## config.mk

```make
export PLATFORM = sky130hd
export DESIGN_NAME = dqa_queue_arbiter
export DESIGN_NICKNAME = d
export VERILOG_FILES = /design/src/rtl/dqa_pkg.sv /design/src/rtl/dqa_sat_ctr.sv /design/src/rtl/dqa_prio_pick.sv /design/src/rtl/dqa_queue_arbiter.sv
export SDC_FILE = /design/constraint.sdc
export NUM_CORES = 1
export LEC_CHECK = 0
export BUFFER_PORTS_ARGS = -buffer_cell sky130_fd_sc_hd__buf_4
export CAP_MARGIN = 40
export CORE_MARGIN = 3
export CORE_UTILIZATION = 50
export CTS_CLUSTER_DIAMETER = 200
export DETAILED_ROUTE_END_ITERATION = 8
export PLACE_DENSITY = 0.73
export SYNTH_ARGS = -nofsm -noshare
export SYNTH_HDL_FRONTEND = slang
export SYNTH_SLANG_ARGS = --single-unit
```

## constraint.sdc

```tcl
create_clock -name clk -period 3.5 [get_ports clk]
set_input_delay 0 -clock clk [delete_from_list [all_inputs] [get_ports clk]]
set_output_delay 0 -clock clk [all_outputs]
set_load 0.05 [all_outputs]
```

## src/rtl/dqa_pkg.sv

```systemverilog
package dqa_pkg;
    typedef enum logic {
        ARB_IDLE = 1'b0,
        ARB_BUSY = 1'b1
    } arb_state_e;
endpackage

```

## src/rtl/dqa_sat_ctr.sv

```systemverilog
module dqa_sat_ctr #(
    parameter int CW = 8
) (
    input  logic          clk,
    input  logic          rst_n,
    input  logic [CW-1:0] inc,
    input  logic          dec,
    output logic [CW-1:0] count
);
    localparam logic [CW+1:0] MAXV = {2'b00, {CW{1'b1}}};

    logic [CW-1:0] cnt_d, cnt_q;
    logic [CW+1:0] sum;

    always_comb begin
        sum = {2'b00, cnt_q} + {2'b00, inc} - {{(CW+1){1'b0}}, dec};
        if (sum[CW+1])
            cnt_d = '0;               // guard: never retire below zero
        else if (sum > MAXV)
            cnt_d = {CW{1'b1}};       // saturate at the top
        else
            cnt_d = sum[CW-1:0];
    end

    always_ff @(posedge clk) begin
        if (!rst_n) cnt_q <= '0;
        else        cnt_q <= cnt_d;
    end

    assign count = cnt_q;
endmodule

```

## src/rtl/dqa_prio_pick.sv

```systemverilog
module dqa_prio_pick #(
    parameter int NQ = 4,
    parameter int QW = 2
) (
    input  logic [NQ-1:0] cand,
    output logic          found,
    output logic [QW-1:0] idx
);
    always_comb begin
        found = 1'b0;
        idx   = '0;
        for (int i = 0; i < NQ; i++) begin
            if (cand[i]) begin        // later (higher) index overrides
                found = 1'b1;
                idx   = QW'(i);
            end
        end
    end
endmodule

```

## src/rtl/dqa_queue_arbiter.sv

```systemverilog
module dqa_queue_arbiter
    import dqa_pkg::*;
#(
    parameter int NQ = 4,
    parameter int CW = 8
) (
    input  logic                  clk,
    input  logic                  rst_n,
    input  logic [NQ-1:0]         pkt_arrive,
    input  logic [NQ*CW-1:0]      desc_ret,
    input  logic                  xfer_done,
    output logic                  grant_valid,
    output logic [$clog2(NQ)-1:0] grant_q,
    output logic [NQ-1:0]         stall,
    output logic [NQ*CW-1:0]      pkt_level,
    output logic [NQ*CW-1:0]      free_level
);
    localparam int QW = $clog2(NQ);

    typedef struct packed {
        arb_state_e    st;
        logic [QW-1:0] q;
    } arb_t;

    arb_t          arb_d, arb_q;
    logic          done_ok;
    logic [NQ-1:0] retire;
    logic [NQ-1:0] has_pkt, has_buf, elig;
    logic          pick_found;
    logic [QW-1:0] pick_idx;

    // completion accepted only while a grant is outstanding
    always_comb begin
        done_ok = (arb_q.st == ARB_BUSY) && xfer_done;
        retire  = '0;
        if (done_ok) retire[arb_q.q] = 1'b1;
    end

    for (genvar i = 0; i < NQ; i++) begin : g_queue
        logic [CW-1:0] pcnt, fcnt;

        dqa_sat_ctr #(.CW(CW)) u_pkt (
            .clk   (clk),
            .rst_n (rst_n),
            .inc   ({{(CW-1){1'b0}}, pkt_arrive[i]}),
            .dec   (retire[i]),
            .count (pcnt)
        );

        dqa_sat_ctr #(.CW(CW)) u_free (
            .clk   (clk),
            .rst_n (rst_n),
            .inc   (desc_ret[i*CW +: CW]),
            .dec   (retire[i]),
            .count (fcnt)
        );

        assign has_pkt[i]             = |pcnt;
        assign has_buf[i]             = |fcnt;
        assign elig[i]                = has_pkt[i] && has_buf[i];
        assign stall[i]               = has_pkt[i] && !has_buf[i];
        assign pkt_level[i*CW +: CW]  = pcnt;
        assign free_level[i*CW +: CW] = fcnt;
    end

    dqa_prio_pick #(.NQ(NQ), .QW(QW)) u_pick (
        .cand  (elig),
        .found (pick_found),
        .idx   (pick_idx)
    );

    always_comb begin
        arb_d = arb_q;
        case (arb_q.st)
            ARB_IDLE: begin
                if (pick_found) begin
                    arb_d.st = ARB_BUSY;
                    arb_d.q  = pick_idx;
                end
            end
            ARB_BUSY: begin
                if (done_ok) arb_d.st = ARB_IDLE;
            end
            default: arb_d.st = ARB_IDLE;
        endcase
    end

    always_ff @(posedge clk) begin
        if (!rst_n) begin
            arb_q.st <= ARB_IDLE;
            arb_q.q  <= '0;
        end else begin
            arb_q <= arb_d;
        end
    end

    assign grant_valid = (arb_q.st == ARB_BUSY);
    assign grant_q     = arb_q.q;
endmodule

```

After elaboration in Yosys (flattened, before gate mapping)

Cells that the tools add are included.

Bits in registers: 67
Bits of input ports: 39
Output and inout port bits: 71
Word-level logic and storage cells: 90

Add/sub/neg operators: 16
Magnitude comparators: 10
Muxes and demuxes: 21
Bitwise gates (word level): 2
Reduce and logical (&&, ||, !) cells: 31

Operator list:

| operator              | number |
|---|---|
| $gt A10 B8 Y1 const B | 8 |
| $sub A10 B1 Y10       | 8 |
| $mux W8               | 8 |
| $reduce_or A8 Y1      | 8 |
| $add A8 B1 Y9         | 4 |
| $add A8 B8 Y9         | 4 |
| $reduce_or A2 Y1      | 8 |
| $logic_and A1 B1 Y1   | 10 |
| $mux W1               | 7 |
| $logic_not A1 Y1      | 4 |
| $mux W2               | 2 |
| $mux W4               | 1 |
| $lt A2 B3 Y1 const B  | 1 |
| $mux W3               | 1 |
| $demux W1 S2          | 1 |
| $ge A2 B1 Y1 const B  | 1 |
| $not A1 Y1            | 2 |
| $pmux W1 S2           | 1 |
| $reduce_and A2 Y1     | 1 |

Depth between registers and ports, before layout

Depth in word-level cells: 8
Mapped depth: 10

Modules after synthesis

From an unflattened synthesis, not the netlist that was laid out.

Cell total of the unflattened synthesis: 908
Area, all modules: 7669.9 µm²

Modules (own cells, without submodules):

| module                               | times used | cells each | area an instance (µm²) | seq. area each (µm²) |
|---|---|---|---|---|
| dqa_sat_ctr at g_queue[0].u_free ... | 7          | 110        | 938.4                  | 160.2 |
| dqa_sat_ctr at g_queue[1].u_pkt      | 1          | 84         | 759.5                  | 160.2 |
| dqa_queue_arbiter                    | 1          | 50         | 317.8                  | 60.1 |
| dqa_prio_pick                        | 1          | 4          | 23.8                   | 0.0 |

Worst setup path after synthesis

No wires, ideal clock.

Kind: register to register
Start point: register g_queue[0].u_free.cnt_q[0]
End point: register g_queue[0].u_free.cnt_q[3]
Setup time: 125 ps
Arrival: 2849 ps
Data required time: 3375 ps
Path slack: 526 ps
Cell stages (with the launch flop): 10
Path buffers: 0
Period minus slack after synthesis: 2974 ps
Cell sequence: dfxtp_1 -> ha_1 -> fa_1 -> a21o_1 -> a211oi_4 -> o211ai_2 -> a311oi_2 -> and2_4 -> a21oi_2 -> o41a_1

Longest elaborated chain between the ends: 4
Elaborated cells between the ends (all ways): 5

RTL lines:

| element                | RTL line          | text |
|---|---|---|
| from (decl)            | dqa_sat_ctr.sv:12 | `logic [CW-1:0] cnt_d, cnt_q;` |
| from (signal assigned) | dqa_sat_ctr.sv:27 | `else cnt_q <= cnt_d;` |
| $add A8 B8 Y9 (*)      | dqa_sat_ctr.sv:16 | `sum = {2'b00, cnt_q} + {2'b00, inc} - {{(CW+1){1'b0}}, dec};` |
| $sub A10 B1 Y10 (*)    | dqa_sat_ctr.sv:16 |  |
| $gt A10 B8 Y1          | dqa_sat_ctr.sv:19 | `else if (sum > MAXV)` |
| $mux W8                | dqa_sat_ctr.sv:19 |  |

Mark *: on every way between the ends. The rest lies on a longest branch, timed or not.
A chain may end at the register's enable or synchronous reset.

Worst setup path after layout

Same ends and word-level chain as after synthesis.

==> impl_metrics.csv <==
group,metric,value,unit
status,status,"completed",
pwr,power.leakage,3.21,nW
layout,antenna_cells,0,
placed_design,io_buffers,109,
clock_tree,root_buffer,"clkbuf_16",
logic_synthesis,yosysSeqAreaShare,22.4,%
logic_synthesis,netlist_top_cells_area,"dfxtp_1 (22%), ha_1 (12%), xnor2_1 (6.7%)",
clock_tree,postCtsSetupBuffers,0,
floorplanning,die_y,115,microns
timing,clock.fmax,341,MHz
pwr,power,6.86,mW
setup_path,max_stage_delay,440,ps
setup_path,critPathMaxFanout,6,
global_route,grt-ovfl-total,0,
global_route,grt_first_pass_wirelength,25200,microns
timing,fin_skew,5.82,ps
timing,setup_tns,0,ps
logic_synthesis,syn_inst,752,
route,routed_wl,15300,microns
logic_synthesis,syn_area_per_cell,7.96,sq um
global_route,grt_pass1_vias,5439,
pwr,p_per_area,959,nW/um^2
logic_synthesis,synth-seq-cells,67,
global_route,antenna_found_initial,0,
layout,fill_cells,1039,
route,drtAntennaViolNets,0,
timing,drv_slew,0,
timing,period_share,83.9,%
logic_synthesis,synth.top_cells.by_count,"a21oi_1 (78), dfxtp_1 (67), nor2_1 (61)",
route,drt_iter0_drc,334,
logic_synthesis,ys_warn_count,0,
clock_tree,path_clk_slew,50,ps
clock_tree,htree_levels,3,
logic_synthesis,ys_types,86,
logic_synthesis,async_flop_share,0,%
setup_path,path_delay_family,"compound AO/OA/AOI/OAI gates",
logic_synthesis,yosys.area.top_type,"dfxtp_1",
setup_path,critPathRequiredTime,3720,ps
min_path,min_path_type,"primary input to flop",
clock_tree,cts_buffers,9,
route,viasPerCell,5.95,
pwr,max-vdd-ir-drop,0.000568,V
setup_path,reg2reg_slack,560,ps
floorplanning,core_area,11600,sq um
setup_path,critPathKind,"flop to flop",
setup_path,endpoint_kind,"flop",
placed_design,dp_hpwl,11800,microns
logic_synthesis,synth_edf_count,0,
layout,area_growth,19.6,%
layout,utilization,61.9,%
global_route,grt_start_max_net_pins,19,
run,maxCapViolations,0,
logic_synthesis,syn-num-nets,851,
floorplanning,initial_utilization,51.8,%
logic_synthesis,netlist_area,5990,sq um
clock_tree,clockBufferDepth,2,
route,post_drt_wl_per_cell,15.3,microns
setup_path,start_kind,"flop",
timing,finalHoldViolCount,0,
clock_tree,cts_num_sinks,67,
logic_synthesis,ys.flop_type,"dfxtp_1",
setup_path,slowest_stage,"fa_1",
timing,worst_pin_slew,789,ps
logic_synthesis,yosysTopAreaCellShare,22.4,%
clock_tree,insertion_delay,340,ps
setup_path,crit_chain,"ha_1, fa_1, a21o_1, a211oi_4, o211ai_2, a311oi_2, and2_4, a21oi_2, o41a_1",
route,firstDrtPassIters,5,
layout,drive_gt1_share,18.6,%
route,drc,0,
logic_synthesis,synth_most_common_cell,"a21oi_1",
placed_design,gp_congestion,0.928,
timing,setup_viol,0,
timing,period_minus_slack,2940,ps
clock_tree,cts_tree,"yes",
setup_path,cp_num_buf_inv,0,
layout,nets,947,
setup_path,arrival,3150,ps
floorplanning,die-area,13300,sq um
floorplanning,rows,39,
route,vias,5925,
global_route,grtUsageTotal,22.9,%
timing,rsz0062_at_grt,"false",
floorplanning,die_w,115,microns
timing,slew_headroom,47.1,%
floorplanning,io_pins,110,
## cell type report
| class | count | area (sq um) | share of cell area [%] |
|---|---|---|---|
| Clock buffer | 11 | 243 | 3.39 |
| Clock inverter | 5 | 52.6 | 0.734 |
| Inverter | 31 | 116 | 1.63 |
| Multi-Input combinational cell | 628 | 4390 | 61.3 |
| Sequential cell | 67 | 1340 | 18.7 |
| Tap cell | 143 | 179 | 2.50 |
| Timing Repair Buffer | 111 | 836 | 11.7 |
## cell families (layout without fill, tap and decap cells)
family,Yosys count,count (layout),share of synthesized area [%]
multiplexers,4,4,0.690
XOR/XNOR,69,69,10.1
adder cells (fa/ha/maj),60,60,13.0
buffers and inverters,57,158,4.26
AND/OR/NAND/NOR,265,265,23.2
AO/OA/AOI/OAI,230,230,26.3
flip-flops,67,67,22.4
## metrics by stage
| stage | worst slack [ps] | std cells | hold WS [ps] | instance area [sq um] |
|---|---|---|---|---|
| after floorplan | 526 | 752 | 221 | 5990 |
| after global placement | 665 | 979 | 331 | 6850 |
| after detailed placement | 572 | 979 | 348 | 6850 |
| after CTS | 574 | 996 | 38.0 | 7160 |
| after global routing | 372 | 996 | 42.6 | 7160 |
| final | 564 | 996 | 41.2 | 7160 |
## sequential cells by signal (all words and copies together) (netlist names)
signal / count
g_queue.u_free.count: 32
g_queue.u_pkt.count: 32
grant_q: 2
grant_valid: 1
## layer usage
| layer | share of wire [%] | global-route usage [%] | up-vias |
|---|---|---|---|
| li1 | - | - | 2988 |
| met1 | 45 | 29.8 | 2742 |
| met2 | 47 | 38.3 | 176 |
| met3 | 5.9 | 5.07 | 19 |
| met4 | 1.4 | 6.26 | 0 |
| met5 | 0 | 0 | - |
## final timing paths
kind                                            startpoint                         end  depth (start not counted)
worst max register to register  g_queue[0].u_free.count[0]  g_queue[0].u_free.count[3]                          9
worst max-delay path            g_queue[0].u_free.count[0]  g_queue[0].u_free.count[3]                          9
worst min register to register                  grant_q[0]                  grant_q[0]                          2
worst min-delay path                                 rst_n  g_queue[1].u_free.count[3]                          2
## repair_timing
item / 4_1_cts / 5_1_grt
hold buffers: 1 / 0
resized for setup: 0 / 0
hold endpoints to repair: 1 / 0
## layout by cell type (no fill, tap or decap), drive strengths merged, types with 5 or more instances in the layout
cell | Yosys | routed
a211oi | 12 | 12
a21o | 15 | 15
a21oi | 80 | 80
a221oi | 6 | 6
a31oi | 11 | 11
and2 | 13 | 13
and3 | 16 | 16
buf | 7 | 110
clkbuf | 18 | 11
dfxtp | 67 | 67
ha | 56 | 56
inv | 31 | 31
nand2 | 52 | 52
nand2b | 5 | 5
nand3 | 29 | 29
nand4 | 5 | 5
nor2 | 61 | 61
nor2b | 13 | 13
nor3 | 17 | 17
nor3b | 5 | 5
nor4 | 14 | 14
o211ai | 5 | 5
o21a | 8 | 8
o21ai | 31 | 31
o22ai | 10 | 10
o31ai | 5 | 5
or2 | 10 | 10
or4 | 5 | 5
xnor2 | 46 | 46
xor2 | 23 | 23
## power breakdown
part	switching [mW]	total (mW)	internal [mW]	leakage [nW]
registers	0.366	1.41	1.04	0.554
logic	2.84	4.55	1.71	2.51
clock network	0.333	0.900	0.567	0.145
Power figures use the tool's default switching activity.
